===== src/rtl/uart_irq_pkg.sv =====
package uart_irq_pkg;

   localparam int NSRC = 5;

   // Index in the request vector equals priority rank (0 = highest).
   localparam int SRC_LS   = 0;
   localparam int SRC_RDA  = 1;
   localparam int SRC_TO   = 2;
   localparam int SRC_THRE = 3;
   localparam int SRC_MS   = 4;

   localparam logic [3:0] IID_NONE = 4'b0001;
   localparam logic [3:0] IID_LS   = 4'b0110;
   localparam logic [3:0] IID_RDA  = 4'b0100;
   localparam logic [3:0] IID_TO   = 4'b1100;
   localparam logic [3:0] IID_THRE = 4'b0010;
   localparam logic [3:0] IID_MS   = 4'b0000;

   function automatic logic [3:0] src_code(input int idx);
      case (idx)
         SRC_LS:   return IID_LS;
         SRC_RDA:  return IID_RDA;
         SRC_TO:   return IID_TO;
         SRC_THRE: return IID_THRE;
         SRC_MS:   return IID_MS;
         default:  return IID_NONE;
      endcase
   endfunction

endpackage


===== src/rtl/uart_irq_flag.sv =====
module uart_irq_flag #(
   parameter bit SET_WINS = 1'b1
) (
   input  logic clk_i,
   input  logic rst_ni,
   input  logic set_i,
   input  logic clr_i,
   output logic flag_o
);

   logic flag_q;

   generate
      if (SET_WINS) begin : g_set_wins
         always_ff @(posedge clk_i or negedge rst_ni) begin
            if (!rst_ni) flag_q <= 1'b0;
            else         flag_q <= set_i | (flag_q & ~clr_i);
         end
      end else begin : g_clr_wins
         always_ff @(posedge clk_i or negedge rst_ni) begin
            if (!rst_ni) flag_q <= 1'b0;
            else         flag_q <= ~clr_i & (set_i | flag_q);
         end
      end
   endgenerate

   assign flag_o = flag_q;

endmodule


===== src/rtl/uart_irq_rxto.sv =====
module uart_irq_rxto #(
   parameter int TO_CHARS = 4
) (
   input  logic clk_i,
   input  logic rst_ni,
   input  logic enable_i,
   input  logic nonempty_i,
   input  logic act_i,
   input  logic rd_i,
   input  logic tick_i,
   output logic pend_o
);

   localparam int CW = (TO_CHARS > 1) ? $clog2(TO_CHARS) : 1;
   localparam logic [CW-1:0] LAST = CW'(TO_CHARS - 1);

   generate
      if (TO_CHARS < 1) begin : g_bad_limit
         $error("uart_irq_rxto: TO_CHARS must be at least 1");
      end
   endgenerate

   logic [CW-1:0] cnt_q;
   logic          pend_q;
   logic          restart;

   assign restart = ~enable_i | ~nonempty_i | act_i | rd_i;

   always_ff @(posedge clk_i or negedge rst_ni) begin
      if (!rst_ni) begin
         cnt_q  <= '0;
         pend_q <= 1'b0;
      end else if (restart) begin
         cnt_q  <= '0;
         pend_q <= 1'b0;
      end else if (tick_i && !pend_q) begin
         if (cnt_q == LAST) begin
            cnt_q  <= '0;
            pend_q <= 1'b1;
         end else begin
            cnt_q <= cnt_q + 1'b1;
         end
      end
   end

   assign pend_o = pend_q;

endmodule


===== src/rtl/uart_irq_rdcap.sv =====
module uart_irq_rdcap #(
   parameter bit         CLR_ON_READ = 1'b1,
   parameter logic [3:0] MATCH       = 4'b0010
) (
   input  logic       clk_i,
   input  logic       rst_ni,
   input  logic       rd_i,
   input  logic [3:0] code_i,
   output logic       clr_o
);

   generate
      if (CLR_ON_READ) begin : g_cap
         logic rd_q;
         logic hit_q;

         always_ff @(posedge clk_i or negedge rst_ni) begin
            if (!rst_ni) begin
               rd_q  <= 1'b0;
               hit_q <= 1'b0;
            end else begin
               rd_q <= rd_i;
               if (rd_i && !rd_q) hit_q <= (code_i == MATCH);
            end
         end

         assign clr_o = rd_q & ~rd_i & hit_q;
      end else begin : g_nocap
         assign clr_o = 1'b0;
      end
   endgenerate

endmodule


===== src/rtl/uart_irq_prio.sv =====
module uart_irq_prio
   import uart_irq_pkg::*;
(
   input  logic [NSRC-1:0] req_i,
   output logic [3:0]      code_o
);

   always_comb begin
      code_o = IID_NONE;
      for (int i = NSRC - 1; i >= 0; i--) begin
         if (req_i[i]) code_o = src_code(i);
      end
   end

endmodule


===== src/rtl/uart_irq_ident.sv =====
module uart_irq_ident
   import uart_irq_pkg::*;
#(
   parameter int TO_CHARS     = 4,
   parameter int MS_W         = 4,
   parameter bit IIR_RD_CLEAR = 1'b1
) (
   input  logic            clk_i,
   input  logic            rst_ni,
   input  logic [3:0]      en_i,
   input  logic            fifo_mode_i,
   input  logic            rx_lvl_ge_trig_i,
   input  logic            rx_nonempty_i,
   input  logic            rx_act_i,
   input  logic            char_tick_i,
   input  logic            rbr_rd_i,
   input  logic            rx_line_err_i,
   input  logic            lsr_rd_i,
   input  logic            thr_empty_i,
   input  logic            thr_wr_i,
   input  logic            iir_rd_i,
   input  logic [MS_W-1:0] msr_delta_i,
   input  logic            msr_rd_i,
   output logic [3:0]      iid_o,
   output logic            irq_o
);

   generate
      if (MS_W < 1) begin : g_bad_ms
         $error("uart_irq_ident: MS_W must be at least 1");
      end
   endgenerate

   logic ls_pend, to_pend, thre_pend, ms_pend;
   logic thr_prev_q, thre_set, thre_clr, iir_clr;
   logic [NSRC-1:0] req;
   logic [3:0] code;

   uart_irq_flag #(.SET_WINS(1'b1)) u_ls (
      .clk_i(clk_i), .rst_ni(rst_ni),
      .set_i(rx_line_err_i), .clr_i(lsr_rd_i), .flag_o(ls_pend)
   );

   uart_irq_rxto #(.TO_CHARS(TO_CHARS)) u_rxto (
      .clk_i(clk_i), .rst_ni(rst_ni),
      .enable_i(fifo_mode_i), .nonempty_i(rx_nonempty_i),
      .act_i(rx_act_i), .rd_i(rbr_rd_i), .tick_i(char_tick_i),
      .pend_o(to_pend)
   );

   always_ff @(posedge clk_i or negedge rst_ni) begin
      if (!rst_ni) thr_prev_q <= 1'b1;
      else         thr_prev_q <= thr_empty_i;
   end

   assign thre_set = thr_empty_i & ~thr_prev_q;
   assign thre_clr = thr_wr_i | iir_clr;

   uart_irq_rdcap #(.CLR_ON_READ(IIR_RD_CLEAR), .MATCH(IID_THRE)) u_rdcap (
      .clk_i(clk_i), .rst_ni(rst_ni),
      .rd_i(iir_rd_i), .code_i(code), .clr_o(iir_clr)
   );

   uart_irq_flag #(.SET_WINS(1'b0)) u_thre (
      .clk_i(clk_i), .rst_ni(rst_ni),
      .set_i(thre_set), .clr_i(thre_clr), .flag_o(thre_pend)
   );

   uart_irq_flag #(.SET_WINS(1'b1)) u_ms (
      .clk_i(clk_i), .rst_ni(rst_ni),
      .set_i(|msr_delta_i), .clr_i(msr_rd_i), .flag_o(ms_pend)
   );

   assign req[SRC_LS]   = ls_pend & en_i[2];
   assign req[SRC_RDA]  = rx_lvl_ge_trig_i & en_i[0];
   assign req[SRC_TO]   = to_pend & en_i[0];
   assign req[SRC_THRE] = thre_pend & en_i[1];
   assign req[SRC_MS]   = ms_pend & en_i[3];

   uart_irq_prio u_prio (
      .req_i(req), .code_o(code)
   );

   assign iid_o = code;
   assign irq_o = |req;

endmodule


===== config.mk =====
export PLATFORM = sky130hd
export DESIGN_NAME = uart_irq_ident
export DESIGN_NICKNAME = d
export VERILOG_FILES = /design/src/rtl/uart_irq_pkg.sv /design/src/rtl/uart_irq_flag.sv /design/src/rtl/uart_irq_rxto.sv /design/src/rtl/uart_irq_rdcap.sv /design/src/rtl/uart_irq_prio.sv /design/src/rtl/uart_irq_ident.sv
export SDC_FILE = /design/constraint.sdc
export NUM_CORES = 1
export LEC_CHECK = 0
export BUFFER_PORTS_ARGS = -buffer_cell sky130_fd_sc_hd__buf_2
export CORE_MARGIN = 1.5
export CORE_UTILIZATION = 25
export CTS_CLUSTER_SIZE = 24
export DETAILED_ROUTE_END_ITERATION = 10
export SLEW_MARGIN = 25
export SYNTH_ARGS = -nofsm -noshare
export SYNTH_HDL_FRONTEND = slang
export SYNTH_SLANG_ARGS = --single-unit

===== constraint.sdc =====
create_clock -name clk_i -period 1.2 [get_ports clk_i]
set_clock_uncertainty 0.2 [all_clocks]
set_input_delay 0.06 -clock clk_i [delete_from_list [all_inputs] [get_ports clk_i]]
set_output_delay 0.06 -clock clk_i [all_outputs]
set_load 0.03 [all_outputs]

## After elaboration in Yosys (flattened, before gate mapping)

Cells that the tools add are included.

| word-level totals | value |
|---|---|
| word-level logic and storage cells | 56 |
| flip-flop bits (word level) | 9 |

| cells by class | value |
|---|---|
| muxes and demuxes | 11 |
| bitwise operators | 25 |
| equality and inequality tests | 2 |
| reductions and logical operators | 9 |
| add/sub/neg operators | 1 |

Operator list:

| kind | count |
|---|---|
| $mux 4 | 3 |
| $and 1x1->1 | 11 |
| $mux 2 | 4 |
| $not 1->1 | 7 |
| $or 1x1->1 | 7 |
| $reduce_or 5->1 | 1 |
| $eq 4x2->1 const B | 1 |
| $mux 1 | 4 |
| $reduce_bool 2->1 | 2 |
| $reduce_or 4->1 | 1 |
| $add 2x1->2 const B | 1 |
| $eq 2x2->1 const B | 1 |
| $logic_and 1x1->1 | 2 |
| $logic_not 1->1 | 2 |
| $reduce_and 2->1 | 1 |

## Depth between registers and ports, before layout

| logic depth | value |
|---|---|
| depth after elaboration | 7 |
| mapped depth | 4 |

## Hierarchy

Synthesis repeated with hierarchy kept, for this count alone.

| second synthesis, totals | value |
|---|---|
| cell total of the unflattened synthesis | 45 |
| area, all modules | 499.2 µm² |

Modules (own cells, without submodules):

| module | sequential area each (µm²) | area an instance (µm²) | cells each | times used |
|---|---|---|---|---|
| uart_irq_rxto | 75.1 | 150.1 | 14 | 1 |
| uart_irq_rdcap | 50.0 | 101.3 | 7 | 1 |
| uart_irq_ident | 26.3 | 100.1 | 11 | 1 |
| uart_irq_flag at u_ls ... | 25.0 | 36.3 | 3 | 2 |
| uart_irq_prio | 0.0 | 40.0 | 5 | 1 |
| uart_irq_flag at u_thre | 25.0 | 35.0 | 2 | 1 |

## Least setup slack after synthesis

Ideal clock, no wire load.

| path | value |
|---|---|
| path type | register to output |
| start | register u_rxto.pend_q, in the netlist u_rxto.pend_o |
| end | output iid_o[0] |
| data required time | 0.940 ns |
| data arrival time | 1.277 ns |
| slack | -0.337 ns |
| stages on the path, launching flop included | 4 |
| cells stage by stage | dfrtp_1 > o21ai_2 > nand4_1 > inv_1 |

| on the way | value |
|---|---|
| word-level cells in the longest chain between the ends | 4 |

RTL lines:

| element | RTL line | text |
|---|---|---|
| from (decl) | uart_irq_rxto.sv:24 | `logic pend_q;` |
| from (signal assigned) | uart_irq_rxto.sv:32 | `pend_q <= 1'b0;` |
| from (signal assigned) | uart_irq_rxto.sv:35 | `pend_q <= 1'b0;` |
| from (signal assigned) | uart_irq_rxto.sv:39 | `pend_q <= 1'b1;` |
| $and 1x1->1 | uart_irq_ident.sv:76 | `assign req[SRC_TO] = to_pend & en_i[0];` |
| $mux 4 (3 in a row) | uart_irq_prio.sv:11 | `if (req_i[i]) code_o = src_code(i);` |
| to (decl) | uart_irq_ident.sv:24 | `output logic [3:0] iid_o,` |

No other way between the ends.

## Worst setup path after layout

Ends and elaborated chain as after synthesis.

==> impl_results.md <==
* Starting utilization of the core area at 27.2%
* Number of sinks handled by clock tree synthesis at 9
* Clk buf depth at 2
* Global-route wire length before repair at 2190 um
* Residual antenna-violating net count after detailed routing at 0
* Die ar. at 1930 um2
* Total number of vias at 519
* Post-route fraction of the period consumed by the critical path at 125%
* Critical path fanouts, max at 3
* Final design area excluding fillers at 863 um2
* Clock network latency to the later pin of the worst-skew pair at 0.25 ns
* Final weighted congestion of routability-driven global placement at 0.652
* Pwr per Cell Area at 871 nW/um2
* Maximum number of pins on one net before global-route repair at 10
* Antenna violations before repair at 0
* Worst-case vdd ir drop at 0.431 mV
* Die width at 43.9 um
* Sequential-to-total area share from yosys stat at 54.0%
* Leading cell type by number of instances after synthesis: sky130_fd_sc_hd__dfrtp_1
* Number of nets in the final layout at 119
* Post-layout utilization of the core at 56.0%
* Row Count at 14
* FFs w/ async S/R, synth at 100%
* Top flip-flop cell by instance count after synthesis: sky130_fd_sc_hd__dfrtp_1
* Post-synthesis cell type with the largest combined area: sky130_fd_sc_hd__dfrtp_1
* Final hold violation count at 1
* Type of the worst min-delay path: input pin to flip-flop
* Post-synth EDFFs at 0
* HPWL after DPL at 751 um
* Required time worst endpoint at 0.94 ns
* Drt drc at 0
* Sw Share at 26.2%
* Drt wl/cell at 12.7 um
* Clock-pin slew on the worst setup and hold paths at 0.06 ns
* Internal power at 0.555 mW
* Failing checks: hold timing, setup timing
* Die Y-Extent at 43.9 um
* Number of cells in the finished layout apart from fillers at 111
* Setup repair after global routing missed its margin: true
* Switch Pwr at 0.197 mW
* Number of nets in the synthesized netlist at 66
* Max-capacitance violation count at 0
* Area added between synthesis and finish at 106%
* Total placed cells including tap cells at 85
* DR vias/cell at 4.68
* Worst-margin pin slew at 0.197 ns
* Signal arrival time at the worst endpoint at 1.24 ns
* Antenna diodes at 0
* Io pins at 27
* Standard cell area after detailed placement at 572 um2
* Syn Inst Count at 43
* Syn. warnings at 0
* Violation count after the first detailed-route iteration at 1
* Share of layout cells above drive strength 1 at 46.3%
* Sequential share of power at 42.9%
* Share of power burned in combinational logic at 26.5%
* Flop and latch count out of synthesis at 9
* Cell area after synthesis at 419 um2
* Worst setup margin at -0.296 ns
* Clk network pwr share at 30.6%
* Clk root buf: sky130_fd_sc_hd__clkbuf_4
* Crit path launch type: flip-flop
* Average footprint of a synthesized cell at 9.75 um2
* Global route overflow at 0
* Total power draw at 0.752 mW
* GRT Overall Usage at 16.6%
* Final Routed Wirelength at 1410 um
* CTS buffer count at 3
* Synth cell types at 20
* Slew Limit Fails at 0
* Number of global-route vias before repair at 539
* Number of setup violations in the final report at 8
* Period minus WS final at 1.50 ns
* Core ar. at 1540 um2
* Clock tree from TritonCTS: built
* Setup slack at placement at -0.0311 ns
* Highest clock frequency the design can meet at 669 MHz
* Count of hold buffers inserted by post-cts repair at 17
* Static Leakage at 0.436 nW
* Number of detailed-routing iterations run before antenna repair at 2
* Run status: finished, violations left
* Worst-case headroom to the max-slew limit at 86.9%
* Ranking of synthesized cells by instance count: sky130_fd_sc_hd__dfrtp_1 (8), sky130_fd_sc_hd__nor2_1 (7), sky130_fd_sc_hd__nand2_1 (6)
* I/O Buffers at 26
* Hold slack at -0.0734 ns
* Crit path capture type: output pin
* Top cells by area, synth: sky130_fd_sc_hd__dfrtp_1 (48%), sky130_fd_sc_hd__dfstp_2 (6.3%), sky130_fd_sc_hd__nor2_1 (6.3%)
* Synth top area share at 47.8%
* Setup CP Type: flip-flop to output pin
* Number of H-tree levels at 1
-- what timing repair did --
item / in CTS / in global routing
endpoints found under the setup margin: 7 / 18
hold endpoints to repair: 18 / 1
pin swaps: 6 / 5
buffers inserted: 3 / 3
resized for setup: 12 / 6
-- critical path, cell delays in order, from the launching register on --
cell and delay (ns):
sky130_fd_sc_hd__dfrtp_1 0.38, sky130_fd_sc_hd__o21ai_2 0.17, sky130_fd_sc_hd__nand4_1 0.20, sky130_fd_sc_hd__inv_2 0.10, sky130_fd_sc_hd__buf_6 0.13
-- through the flow --
stage | hold slack (ns) | TNS [ns]
2_1_floorplan | -0.436 | -0.296
3_3_place_gp | -0.277 | -0.0118
3_5_place_dp | -0.278 | -0.0442
4_1_cts | -0.0974 | -1.31
5_1_grt | -0.0640 | -1.77
6_report | -0.0734 | -1.33
-- state kept, by name, indices dropped and copies added (netlist names) --
register	cells
u_ms.flag_o	1
u_rdcap.g_cap.rd_q	1
thr_prev_q	1
u_rxto.cnt_q	2
u_rdcap.g_cap.hit_q	1
u_rxto.pend_o	1
u_thre.flag_o	1
u_ls.flag_o	1
-- layer usage --
metal	vias up	wire length, um	GRT usage [%]
li1	248	-	-
met1	251	523	15.1
met2	16	790	30.3
met3	4	46	2.92
met4	0	47	15.2
met5	-	0	0
-- cell type report --
type                            instances  area [um2]
Tap cell                               16        20.0
Sequential cell                         9         226
Fill cell                             128         678
Timing Repair Buffer                   48         372
Multi-Input combinational cell         31         208
Clock buffer                            4        26.3
Inverter                                3        11.3
-- worst paths after layout --
check | start | to | slack (ns) | depth (start not counted)
worst min register to register | u_rdcap.g_cap.hit_q | u_rdcap.g_cap.hit_q | 0.30 | 2
max in group asynchronous | rst_ni | thr_prev_q | 0.08 | 3
min in group asynchronous | rst_ni | u_ms.flag_o | 0.51 | 3
worst max-delay path | u_rxto.pend_o | iid_o[0] | -0.30 | 4
worst max register to register | u_rxto.pend_o | u_rxto.cnt_q[1] | -0.14 | 4
worst min-delay path | en_i[1] | u_rdcap.g_cap.hit_q | -0.07 | 3
-- power by group through the flow --
stage          registers [mW]  logic [mW]  clock network (mW)
2_1_floorplan           0.325      0.0573                   0
3_3_place_gp            0.326       0.114                   0
3_5_place_dp            0.327       0.115                   0
4_1_cts                 0.321       0.180               0.238
5_1_grt                 0.323       0.214               0.252
6_report                0.323       0.199               0.230
-- kinds of logic (layout without fill, tap and decap cells) --
group / after synthesis / count (layout) / synth area share [%]
simple gates: 22 / 22 / 24.8
flops: 9 / 9 / 54.0
compound gates: 6 / 6 / 10.7
buf+inv: 3 / 55 / 2.69
fa+ha+maj: 1 / 1 / 2.98
mux: 2 / 2 / 4.78
-- cells in the final DEF, fill, tap and decap left out --
| master | instances |
|---|---|
| sky130_fd_sc_hd__inv_2 | 1 |
| sky130_fd_sc_hd__mux2i_1 | 2 |
| sky130_fd_sc_hd__inv_1 | 2 |
| sky130_fd_sc_hd__buf_4 | 6 |
| sky130_fd_sc_hd__a21oi_1 | 1 |
| sky130_fd_sc_hd__nand2b_1 | 1 |
| sky130_fd_sc_hd__clkbuf_1 | 1 |
| sky130_fd_sc_hd__nand3_2 | 1 |
| sky130_fd_sc_hd__dlygate4sd3_1 | 17 |
| sky130_fd_sc_hd__clkbuf_4 | 3 |
| sky130_fd_sc_hd__dfrtp_1 | 8 |
| sky130_fd_sc_hd__o21ai_1 | 1 |
| sky130_fd_sc_hd__nand4_1 | 1 |
| sky130_fd_sc_hd__nor2_1 | 6 |
| sky130_fd_sc_hd__ha_1 | 1 |
| sky130_fd_sc_hd__nor4_2 | 1 |
| sky130_fd_sc_hd__nand3_1 | 2 |
| sky130_fd_sc_hd__a21o_1 | 1 |
| sky130_fd_sc_hd__buf_2 | 20 |
| sky130_fd_sc_hd__nand2_4 | 2 |
| sky130_fd_sc_hd__o21ai_2 | 1 |
| sky130_fd_sc_hd__dfstp_2 | 1 |
| sky130_fd_sc_hd__nor2_2 | 1 |
| sky130_fd_sc_hd__o31ai_2 | 1 |
| sky130_fd_sc_hd__buf_6 | 5 |
| sky130_fd_sc_hd__o22ai_1 | 1 |
| sky130_fd_sc_hd__nand2_1 | 5 |
| sky130_fd_sc_hd__and2b_2 | 1 |
| sky130_fd_sc_hd__nor2b_1 | 1 |
Note: power is estimated with default switching activity, not from simulation.
